==> config.mk <==
export PLATFORM = sky130hd
export DESIGN_NAME = gpio_lock_guard
export DESIGN_NICKNAME = d
export VERILOG_FILES = /design/src/rtl/gpio_lock_pkg.sv /design/src/rtl/gpio_lock_keygate.sv /design/src/rtl/gpio_lock_ctrlmem.sv /design/src/rtl/gpio_lock_guard.sv
export SDC_FILE = /design/constraint.sdc
export NUM_CORES = 2
export LEC_CHECK = 0
export BUFFER_PORTS_ARGS = -buffer_cell sky130_fd_sc_hd__buf_2
export CORE_MARGIN = 1.5
export CORE_UTILIZATION = 35
export CTS_CLUSTER_DIAMETER = 120
export CTS_CLUSTER_SIZE = 25
export DETAILED_ROUTE_END_ITERATION = 12
export GPL_TIMING_DRIVEN = 0
export HOLD_SLACK_MARGIN = 0.03
export PLACE_DENSITY = 0.49
export SYNTH_ARGS = -nofsm -noshare
export SYNTH_HDL_FRONTEND = slang
export SYNTH_SLANG_ARGS = --single-unit
export TNS_END_PERCENT = 30
==> constraint.sdc <==
create_clock -name clk -period 12 [get_ports clk]
set_clock_uncertainty 0.15 [all_clocks]
set_input_delay 1.2 -clock clk [delete_from_list [all_inputs] [get_ports clk]]
set_output_delay 1.2 -clock clk [all_outputs]
set_load 0.05 [all_outputs]
==> src/rtl/gpio_lock_pkg.sv <==
package gpio_lock_pkg;

  localparam int unsigned BUS_AW = 12;
  localparam int unsigned BUS_DW = 32;

  localparam int unsigned CTRL_BASE = 32'h100;
  localparam int unsigned LOCK_BASE = 32'h500;
  localparam int unsigned KEY_OFS   = 32'h520;
  localparam int unsigned ERR_OFS   = 32'h524;

  localparam logic [BUS_DW-1:0] UNLOCK_KEY = 32'h00A5A501;

  typedef enum logic [2:0] {
    RGN_NONE,
    RGN_CTRL,
    RGN_LOCK,
    RGN_KEY,
    RGN_ERR
  } rgn_e;

  function automatic rgn_e classify(input logic [BUS_AW-1:0] a,
                                    input int unsigned npins,
                                    input int unsigned nbanks);
    int unsigned v;
    v = 32'(a);
    if (a[1:0] != 2'b00)                                    return RGN_NONE;
    if (v == KEY_OFS)                                       return RGN_KEY;
    if (v == ERR_OFS)                                       return RGN_ERR;
    if (v >= LOCK_BASE && v < LOCK_BASE + 4 * nbanks)       return RGN_LOCK;
    if (v >= CTRL_BASE && v < CTRL_BASE + 4 * npins)        return RGN_CTRL;
    return RGN_NONE;
  endfunction

endpackage

==> src/rtl/gpio_lock_keygate.sv <==
module gpio_lock_keygate
  import gpio_lock_pkg::*;
#(
  parameter int unsigned NUM_BANKS = 2,
  parameter int unsigned BANK_W    = 32,
  parameter int unsigned BANK_IW   = 1
) (
  input  logic                               clk,
  input  logic                               rst,
  input  logic                               wr_en,
  input  rgn_e                               wr_rgn,
  input  logic [BANK_IW-1:0]                 wr_bank,
  input  logic [BUS_DW-1:0]                  wr_data,
  output logic [NUM_BANKS-1:0][BANK_W-1:0]   lock_q
);

  logic key_pend_q;
  logic lock_wr;

  assign lock_wr = wr_en && (wr_rgn == RGN_LOCK) && key_pend_q;

  // Every bus write re-decides the key; only a correct key write arms it.
  always_ff @(posedge clk) begin
    if (rst) begin
      key_pend_q <= 1'b0;
    end else if (wr_en) begin
      key_pend_q <= (wr_rgn == RGN_KEY) && (wr_data == UNLOCK_KEY);
    end
  end

  for (genvar b = 0; b < NUM_BANKS; b++) begin : g_bank
    always_ff @(posedge clk) begin
      if (rst) begin
        lock_q[b] <= '1;
      end else if (lock_wr && (32'(wr_bank) == b)) begin
        lock_q[b] <= wr_data[BANK_W-1:0];
      end
    end
  end

  AST_LOCK_NEEDS_KEY: assert property (@(posedge clk) disable iff (rst)
    !$stable(lock_q) |-> $past(key_pend_q));

  AST_KEY_ONE_SHOT: assert property (@(posedge clk) disable iff (rst)
    (wr_en && wr_rgn == RGN_LOCK && key_pend_q) |=> !key_pend_q);

  AST_RESET_LOCKED: assert property (@(posedge clk)
    $fell(rst) |-> (&lock_q));

endmodule

==> src/rtl/gpio_lock_ctrlmem.sv <==
module gpio_lock_ctrlmem #(
  parameter int unsigned DEPTH = 64,
  parameter int unsigned DW    = 32,
  parameter int unsigned AW    = 6
) (
  input  logic          clk,
  input  logic          we,
  input  logic [AW-1:0] waddr,
  input  logic [DW-1:0] wdata,
  input  logic          re,
  input  logic [AW-1:0] raddr,
  output logic [DW-1:0] rdata
);

  logic [DW-1:0] mem [DEPTH];

  // Simple dual-port, read-before-write, no reset: maps onto block RAM.
  always_ff @(posedge clk) begin
    if (we) begin
      mem[waddr] <= wdata;
    end
    if (re) begin
      rdata <= mem[raddr];
    end
  end

endmodule

==> src/rtl/gpio_lock_guard.sv <==
module gpio_lock_guard
  import gpio_lock_pkg::*;
#(
  parameter int unsigned NUM_BANKS = 2,
  parameter int unsigned BANK_W    = 32
) (
  input  logic                          clk,
  input  logic                          rst,
  input  logic                          wr_en,
  input  logic [11:0]                   wr_addr,
  input  logic [31:0]                   wr_data,
  input  logic                          rd_en,
  input  logic [11:0]                   rd_addr,
  output logic [31:0]                   rd_data,
  output logic [NUM_BANKS*BANK_W-1:0]   cfg_allow
);

  localparam int unsigned NUM_PINS = NUM_BANKS * BANK_W;
  localparam int unsigned BIT_W    = $clog2(BANK_W);
  localparam int unsigned BANK_IW  = (NUM_BANKS > 1) ? $clog2(NUM_BANKS) : 1;
  localparam int unsigned PIN_W    = BANK_IW + BIT_W;

  rgn_e wr_rgn, rd_rgn, rd_sel_q;
  logic [BUS_AW-1:0] wr_coff, wr_loff, rd_coff, rd_loff;
  logic [PIN_W-1:0]   wr_pin, rd_pin;
  logic [BANK_IW-1:0] wr_bank, rd_bank;
  logic [NUM_BANKS-1:0][BANK_W-1:0] lock_q;
  logic pin_locked, ctrl_wr, mem_we, err_q;
  logic [31:0] mem_q, side_q;

  // Address decode on both ports.
  assign wr_rgn  = classify(wr_addr, NUM_PINS, NUM_BANKS);
  assign rd_rgn  = classify(rd_addr, NUM_PINS, NUM_BANKS);
  assign wr_coff = wr_addr - BUS_AW'(CTRL_BASE);
  assign wr_loff = wr_addr - BUS_AW'(LOCK_BASE);
  assign rd_coff = rd_addr - BUS_AW'(CTRL_BASE);
  assign rd_loff = rd_addr - BUS_AW'(LOCK_BASE);
  assign wr_pin  = wr_coff[PIN_W+1:2];
  assign rd_pin  = rd_coff[PIN_W+1:2];
  assign wr_bank = wr_loff[BANK_IW+1:2];
  assign rd_bank = rd_loff[BANK_IW+1:2];

  gpio_lock_keygate #(
    .NUM_BANKS (NUM_BANKS),
    .BANK_W    (BANK_W),
    .BANK_IW   (BANK_IW)
  ) keygate_i (
    .clk     (clk),
    .rst     (rst),
    .wr_en   (wr_en),
    .wr_rgn  (wr_rgn),
    .wr_bank (wr_bank),
    .wr_data (wr_data),
    .lock_q  (lock_q)
  );

  assign cfg_allow = ~lock_q;

  // Write path: the lock bit of the addressed pin gates the RAM write.
  assign pin_locked = lock_q[wr_pin[PIN_W-1:BIT_W]][wr_pin[BIT_W-1:0]];
  assign ctrl_wr    = wr_en && (wr_rgn == RGN_CTRL);
  assign mem_we     = ctrl_wr && !pin_locked;

  gpio_lock_ctrlmem #(
    .DEPTH (NUM_PINS),
    .DW    (BUS_DW),
    .AW    (PIN_W)
  ) ctrlmem_i (
    .clk   (clk),
    .we    (mem_we),
    .waddr (wr_pin),
    .wdata (wr_data),
    .re    (rd_en && (rd_rgn == RGN_CTRL)),
    .raddr (rd_pin),
    .rdata (mem_q)
  );

  always_ff @(posedge clk) begin
    if (rst) begin
      err_q <= 1'b0;
    end else if (ctrl_wr && pin_locked) begin
      err_q <= 1'b1;
    end else if (wr_en && (wr_rgn == RGN_ERR) && wr_data[0]) begin
      err_q <= 1'b0;
    end
  end

  AST_LOCKED_WRITE_FLAGS: assert property (@(posedge clk) disable iff (rst)
    (wr_en && wr_rgn == RGN_CTRL && !cfg_allow[wr_pin]) |=> err_q);

  AST_ERR_STICKY: assert property (@(posedge clk) disable iff (rst)
    (err_q && !(wr_en && wr_rgn == RGN_ERR && wr_data[0])) |=> err_q);

  // Read path: register everything that is not the RAM, then one final mux.
  always_ff @(posedge clk) begin
    if (rst) begin
      rd_sel_q <= RGN_NONE;
      side_q   <= '0;
    end else if (rd_en) begin
      rd_sel_q <= rd_rgn;
      unique case (rd_rgn)
        RGN_LOCK: side_q <= 32'(lock_q[rd_bank]);
        RGN_ERR:  side_q <= {31'b0, err_q};
        default:  side_q <= '0;
      endcase
    end
  end

  assign rd_data = (rd_sel_q == RGN_CTRL) ? mem_q : side_q;

  AST_UNMAPPED_ZERO: assert property (@(posedge clk) disable iff (rst)
    (rd_en && rd_rgn == RGN_NONE) |=> (rd_data == 32'h0));

endmodule

# Word-level counts from Yosys, hierarchy flattened
# Memory sizes are Yosys's and may differ from the RTL's. A register that Yosys moved wholly into a read port is not among the register bits.
# Index checks and enable logic that the tools add are counted.
[classes] order_cmp=11 bitwise=2 mux=62 n_reduce_logical=19 add_sub_neg=4 n_eq_ne=13
[ops] cell="two-way mux 32 bit" n=5
[ops] cell="NOT 64 bit" n=1
[ops] cell="case mux 32 bit (2 select lines)" n=1
[ops] cell="two-way mux 3 bit" n=20
[ops] cell="== test 12 x 11 -> 1 bit (second input constant)" n=4
[ops] cell="two-way mux 1 bit" n=35
[ops] cell="== test 32 x 24 -> 1 bit (second input constant)" n=1
[ops] cell="greater-or-equal comparator 12 x 11 -> 1 bit (second input constant)" n=2
[ops] cell="greater-or-equal comparator 12 x 9 -> 1 bit (second input constant)" n=2
[ops] cell="less-than comparator 12 x 10 -> 1 bit (second input constant)" n=2
[ops] cell="less-than comparator 12 x 11 -> 1 bit (second input constant)" n=2
[ops] cell="subtractor 8 x 1 -> 8 bit (second input constant)" n=2
[ops] cell="logical AND 1 bit" n=15
[ops] cell="== test 3 x 1 -> 1 bit (second input constant)" n=3
[ops] cell="== test 3 x 2 -> 1 bit (second input constant)" n=3
[ops] cell="== test 3 bit (second input constant)" n=2
[ops] cell="less-than comparator 5 x 6 -> 1 bit (second input constant)" n=1
[ops] cell="nonzero test 2 bit" n=3
[ops] cell="subtractor 3 x 1 -> 3 bit (second input constant)" n=2
[ops] cell="binary-select mux 1 bit (select 5 bit)" n=1
[ops] cell="less-than comparator 1 x 2 -> 1 bit (second input constant)" n=2
[ops] cell="logical NOT 1 bit" n=1
[ops] cell="NOT 1 bit" n=1
[totals] ramBits=2048 inputBits=60 out_inout_bits=96 mem_count=1 wordCells=118 register_bits=101
[memory_table] name="ctrlmem_i.mem" depth=64 word_bits=32 rd=1 rd_clocked_by_memory_dff=1 wr=1 line="gpio_lock_ctrlmem.sv:15" text="logic [DW-1:0] mem [DEPTH];"

# Logic depth before layout (Yosys ltp)
[depth] ltp_word=22 depth_mapped=10 depth_no_buf=5

# Cells and area by module
# Synthesis repeated with hierarchy kept, for this count alone.
[unflattened] hier_cells=3928 hier_area_um2=84232.0
[modules_own_cells] mod="gpio_lock_ctrlmem" area_per_inst_um2=78835.6 cells_each=3324 seq_area_each_um2=62459.9 instances=1
[modules_own_cells] mod="gpio_lock_guard" area_per_inst_um2=2867.8 cells_each=375 seq_area_each_um2=720.7 instances=1
[modules_own_cells] mod="gpio_lock_keygate" area_per_inst_um2=2528.7 cells_each=229 seq_area_each_um2=1301.2 instances=1

# Least setup slack after synthesis
# OpenSTA, ideal clock, no wires.
[synth_path] path_kind="input to register" startpoint="input port wr_addr[7]" endpoint="memory ctrlmem_i.mem[24][0], enable pin" stages=7 required_ns=11.348 path_buffers=3 setup_time_ns=0.502 setup_slack_ns=5.394 t_arrival_ns=5.955 path_cell_list="buf_2 -> mux4_2 -> mux4_2 -> and2_1 -> buf_2 -> clkbuf_1 -> nor4_1"
[synth_via] elab_chain_len=17 elab_cells_between_ends=42 cone_classes="1 x add/sub; 4 x order compare; 3 x eq/ne; 29 x mux; 5 x reduce/logical"
[synth_rtl] item="start, declared" line="gpio_lock_guard.sv:10" text="input logic [11:0] wr_addr,"
[synth_rtl] item="greater-or-equal comparator 12 x 9 -> 1 bit or less-than comparator 12 x 10 -> 1 bit (tied branches)" line="gpio_lock_pkg.sv:30" text="if (v >= CTRL_BASE && v < CTRL_BASE + 4 * npins) return RGN_CTRL;"
[synth_rtl] item="logical AND 1 bit" line="gpio_lock_pkg.sv:30"
[synth_rtl] item="two-way mux 1 bit (2 in a row)" line="gpio_lock_pkg.sv:30"
[synth_rtl] item="two-way mux 1 bit" line="gpio_lock_pkg.sv:29" text="if (v >= LOCK_BASE && v < LOCK_BASE + 4 * nbanks) return RGN_LOCK;"
[synth_rtl] item="two-way mux 1 bit" line="gpio_lock_pkg.sv:28" text="if (v == ERR_OFS) return RGN_ERR;"
[synth_rtl] item="two-way mux 1 bit" line="gpio_lock_pkg.sv:27" text="if (v == KEY_OFS) return RGN_KEY;"
[synth_rtl] item="two-way mux 3 bit" line="gpio_lock_pkg.sv:31" text="return RGN_NONE;"
[synth_rtl] item="two-way mux 3 bit" line="gpio_lock_pkg.sv:30"
[synth_rtl] item="two-way mux 3 bit" line="gpio_lock_pkg.sv:29"
[synth_rtl] item="two-way mux 3 bit" line="gpio_lock_pkg.sv:28"
[synth_rtl] item="two-way mux 3 bit" line="gpio_lock_pkg.sv:27"
[synth_rtl] item="== test 3 x 1 -> 1 bit" line="gpio_lock_guard.sv:61" text="assign ctrl_wr = wr_en && (wr_rgn == RGN_CTRL);"
[synth_rtl] item="logical AND 1 bit" line="gpio_lock_guard.sv:61"
[synth_rtl] item="logical AND 1 bit" line="gpio_lock_guard.sv:62" text="assign mem_we = ctrl_wr && !pin_locked;"
[synth_rtl] item="two-way mux 1 bit" line="gpio_lock_ctrlmem.sv:19" text="if (we) begin"
[synth_rtl] item="two-way mux 1 bit (implied by the code)" line="gpio_lock_ctrlmem.sv:20" text="mem[waddr] <= wdata;"
[synth_rtl] item="end, declared" line="gpio_lock_ctrlmem.sv:15"
# Several ways; a longest one is shown, not always the timed one. The select of a mux whose other input is x is not followed.

# Final worst setup path
[layout_path] startpoint="input port wr_addr[7]" endpoint="memory ctrlmem_i.mem[52][10], enable pin"
# Same word-level chain as after synthesis.

==> out/results.md <==
- **run status** completed
- **antenna violation net count after detailed routing** 0
- **Final GP Congestion** 0.9280
- **synthesized area divided by synthesized cell count** 22.89 µm²
- **worst IR drop on VDD** 0.1026 mV
- **worst skew pair latency** 0.80 ns
- **number of clock buffers inserted by TritonCTS** 97
- **H-tree lvl count** 3
- **power per unit of standard cell area** 138.5 nW/µm²
- **flip-flop and latch count after synthesis** 2181
- **Layout Cells excl Fill** 7325
- **Pwr Total** 13.11 mW
- **kind of start point of the critical path** primary input
- **post-synth net total** 3740
- **proportion of power drawn by combinational gates** 0.066
- **CP max FO** 18
- **worst r2r dst** ctrlmem_i.mem[52][10]
- **Required @ worst endpoint** 12.32 ns
- **number of antenna violations at the first check in global routing** 36
- **min Tclk post-route** 5.764 ns
- **number of design rule violations left after detail routing** 0
- **Reg2Reg Setup Slack** 7.69 ns
- **switching power of the nets** 2.942 mW
- **cell count after synthesis** 3680
- **Cell Rows** 179
- **count of maximum capacitance violations** 0
- **area of the core** 238500 µm²
- **relative max-transition margin** 0.04367
- **Worst EP arrival** 6.08 ns
- **sequential element share of the synthesized area** 0.7656
- **Top Ports** 156
- **setup bufs post-CTS** 0
- **most used flip-flop cell after synthesis** edfxtp_1
- **cts-stage hold buffer count** 0
- **clock network fraction of design power** 0.300
- **buffers added on ports** 145
- **Layout area overhead** 12.40%
- **Setup crit end** ctrlmem_i.mem[52][10]
- **via count of the first global-routing pass** 40770
- **fraction of final layout cells sized beyond drive strength 1** 0.3070
- **width of the chip** 493.6 µm
- **wire length reported by the detailed router** 265500 µm
- **top-area cell type share of the netlist area** 0.7416
- **placed instance count** 7158
- **Sinks on Clock Net** 2181
- **number of detailed-route iterations in the first pass** 5
- **unrepaired setup endpoints after global routing** no
- **critical path capture point type** flop
- **fraction of power spent switching nets** 0.2244
- **Overflow after GRT** 0
- **All-Layer GR Usage** 0.2170
- **critical path start-end classification** primary input to flop
- **most used standard cells in the synthesized netlist** 2080 x edfxtp_1, 686 x mux4_2, 133 x clkbuf_1, 110 x nand2_1, 101 x dfxtp_1
- **nets** 4152
- **overall die area** 243600 µm²
- **Placement Cell Area** 91840 µm²
- **maximum buffer depth of the clock tree** 3
- **largest net degree at the start of global routing** 68
- **leakage power** 29.07 nW
- **post-layout instance area** 94660 µm²
- **final setup slack of the worst path** 6.236 ns
- **Place WS** 5.797 ns
- **most common cell in the netlist** edfxtp_1
- **cell type with the highest aggregate area in the netlist** edfxtp_1
- **worst-margin pin slew** 1.431 ns
- **netlist area before placement** 84220 µm²
- **worst setup path start** wr_addr[7]
- **proportion of power drawn by flip-flops and latches** 0.634
- **Avg Vias per Cell** 5.594
- **top cells by area in the synthesized netlist** edfxtp_1 74%, mux4_2 18%, dfxtp_1 2.4%, clkbuf_1 0.59%, o211ai_1 0.59%
- **worst min-delay path class** flop to flop
- **die outline height** 493.6 µm
- **final setup fails** 0
- **post-cts sizing count** 0
- **fill cell count** 21000
- **Achievable Freq** 173.5 MHz
- **utilization after layout** 0.3969
- **Final Hold Violating Endpoints** 0
- **first-pass GRT wire length** 359400 µm
- **library cell used as clock root buffer** clkbuf_16
- **DPL Wire Length** 184300 µm
- **count of yosys warnings during synthesis** 0
- **cell-internal power** 10.17 mW
- **starting density of the core** 0.3531
- **ys async rst share** 0
- **initial drt markers** 5605
- **final clock period utilization by the worst path** 0.4804
- **number of enable flip-flop cells after synthesis** 2080
- **per-cell routed wire length** 36.25 µm
- **number of unique standard cell types used by synthesis** 46
- **number of cell instances on the worst register-to-register path** 7
- **total vias in the final route** 40980
- **clock input transition at the sequential cells of the worst setup and hold paths** 0.11 ns
- **total count of max-transition violations in the final report** 0
- **clock tree from TritonCTS** done
- **Reg-to-Reg Start** keygate_i.lock_q[52]
-- power groups by stage --
stage / clock network (mW) / logic [mW] / registers [mW]
after floorplan: 0 / 0.393 / 8.49
after global placement: 0 / 0.840 / 8.50
after detailed placement: 0 / 0.868 / 8.49
after CTS: 4.01 / 0.868 / 8.32
after global routing: 4.23 / 0.889 / 8.32
final: 3.93 / 0.859 / 8.32
-- layout by cell type, fill, tap and decap left out, types with 5 or more instances in the layout --
cell,synthesis,layout
a21oi_1,68,36
a21oi_4,0,32
buf_1,32,31
buf_12,0,50
buf_16,0,20
buf_2,17,133
buf_4,32,154
buf_6,2,7
clkbuf_1,133,163
clkbuf_16,0,101
clkbuf_2,0,8
dfxtp_1,101,101
diode_2,0,21
edfxtp_1,2080,2080
inv_1,69,69
mux2_2,34,34
mux2i_1,10,10
mux4_2,686,686
nand2_1,110,110
nand3_1,36,36
nand4_1,5,5
nor2_1,60,44
nor2_4,0,16
nor2b_1,38,38
nor3_1,7,7
nor4_2,0,17
o211ai_1,66,66
o21ai_0,33,33
-- layout make-up --
class                   instances  area, µm²  share of cell area
diodes                         21      52.55           0.0005551
plain buffers                 216      978.4             0.01034
clock buffers                 139       2670             0.02821
clock inverters                 5      41.29           0.0004362
inverters                      70      262.8            0.002776
multi-input cells            1213      19100              0.2018
flip-flops and latches       2181      64480              0.6812
well taps                    3167       3963             0.04186
repair buffers                313       3114             0.03290
-- per-stage QoR --
| stage | TNS (ns) | hold slack [ns] |
|---|---|---|
| CTS | 0 | 0.3443 |
| detailed placement | 0 | 0.3269 |
| global route | 0 | 0.3792 |
| global placement | -81.38 | 0.3155 |
| finish | 0 | 0.3426 |
| floorplan | 0 | 0.2964 |
-- registers in the layout, summed over array words and instances (netlist names) --
name and count:
keygate_i.key_pend_q 1, err_q 1, keygate_i.lock_q 64, rd_sel_q 3, side_q 32, ctrlmem_i.rdata 32
ctrlmem_i.mem 2048
-- critical path, cell delays in order --
cell	delay [ns]
buf_2	0.35
buf_2	0.45
buf_2	0.48
mux2i_1	0.78
nor2_1	0.12
a2111oi_0	0.80
o211ai_1	0.59
buf_4	0.35
nor2_4	0.64
buf_16	0.25
-- routing by layer --
| metal | GRT usage | part of all wire | wire length, µm | vias to the layer above |
|---|---|---|---|---|
| li1 | - | - | - | 16320 |
| met1 | 0.3026 | 0.42 | 111700 | 22750 |
| met2 | 0.3479 | 0.48 | 126200 | 1579 |
| met3 | 0.03361 | 0.066 | 17400 | 315 |
| met4 | 0.07475 | 0.039 | 10230 | 10 |
| met5 | 0 | 0.00026 | 69 | - |
-- cells by family after synthesis --
family,after synthesis,share of synthesized area
AOI/OAI and AO/OA,179,0.01310
buffers and inverters,286,0.01460
DFF,2181,0.7656
muxes,730,0.1892
and+or+nand+nor,304,0.01752
-- worst min-delay path by stage --
stage | start | endpoint | slack [ns] | depth (start not counted)
floorplan | rd_sel_q[1] | rd_sel_q[1] | 0.30 | 2
global placement | rd_sel_q[1] | rd_sel_q[1] | 0.32 | 2
detailed placement | rd_sel_q[1] | rd_sel_q[1] | 0.33 | 2
CTS | rd_sel_q[1] | rd_sel_q[1] | 0.34 | 2
global route | rd_sel_q[1] | rd_sel_q[1] | 0.38 | 2
finish | rd_sel_q[1] | rd_sel_q[1] | 0.34 | 2
(Power assumes the default switching activity.)
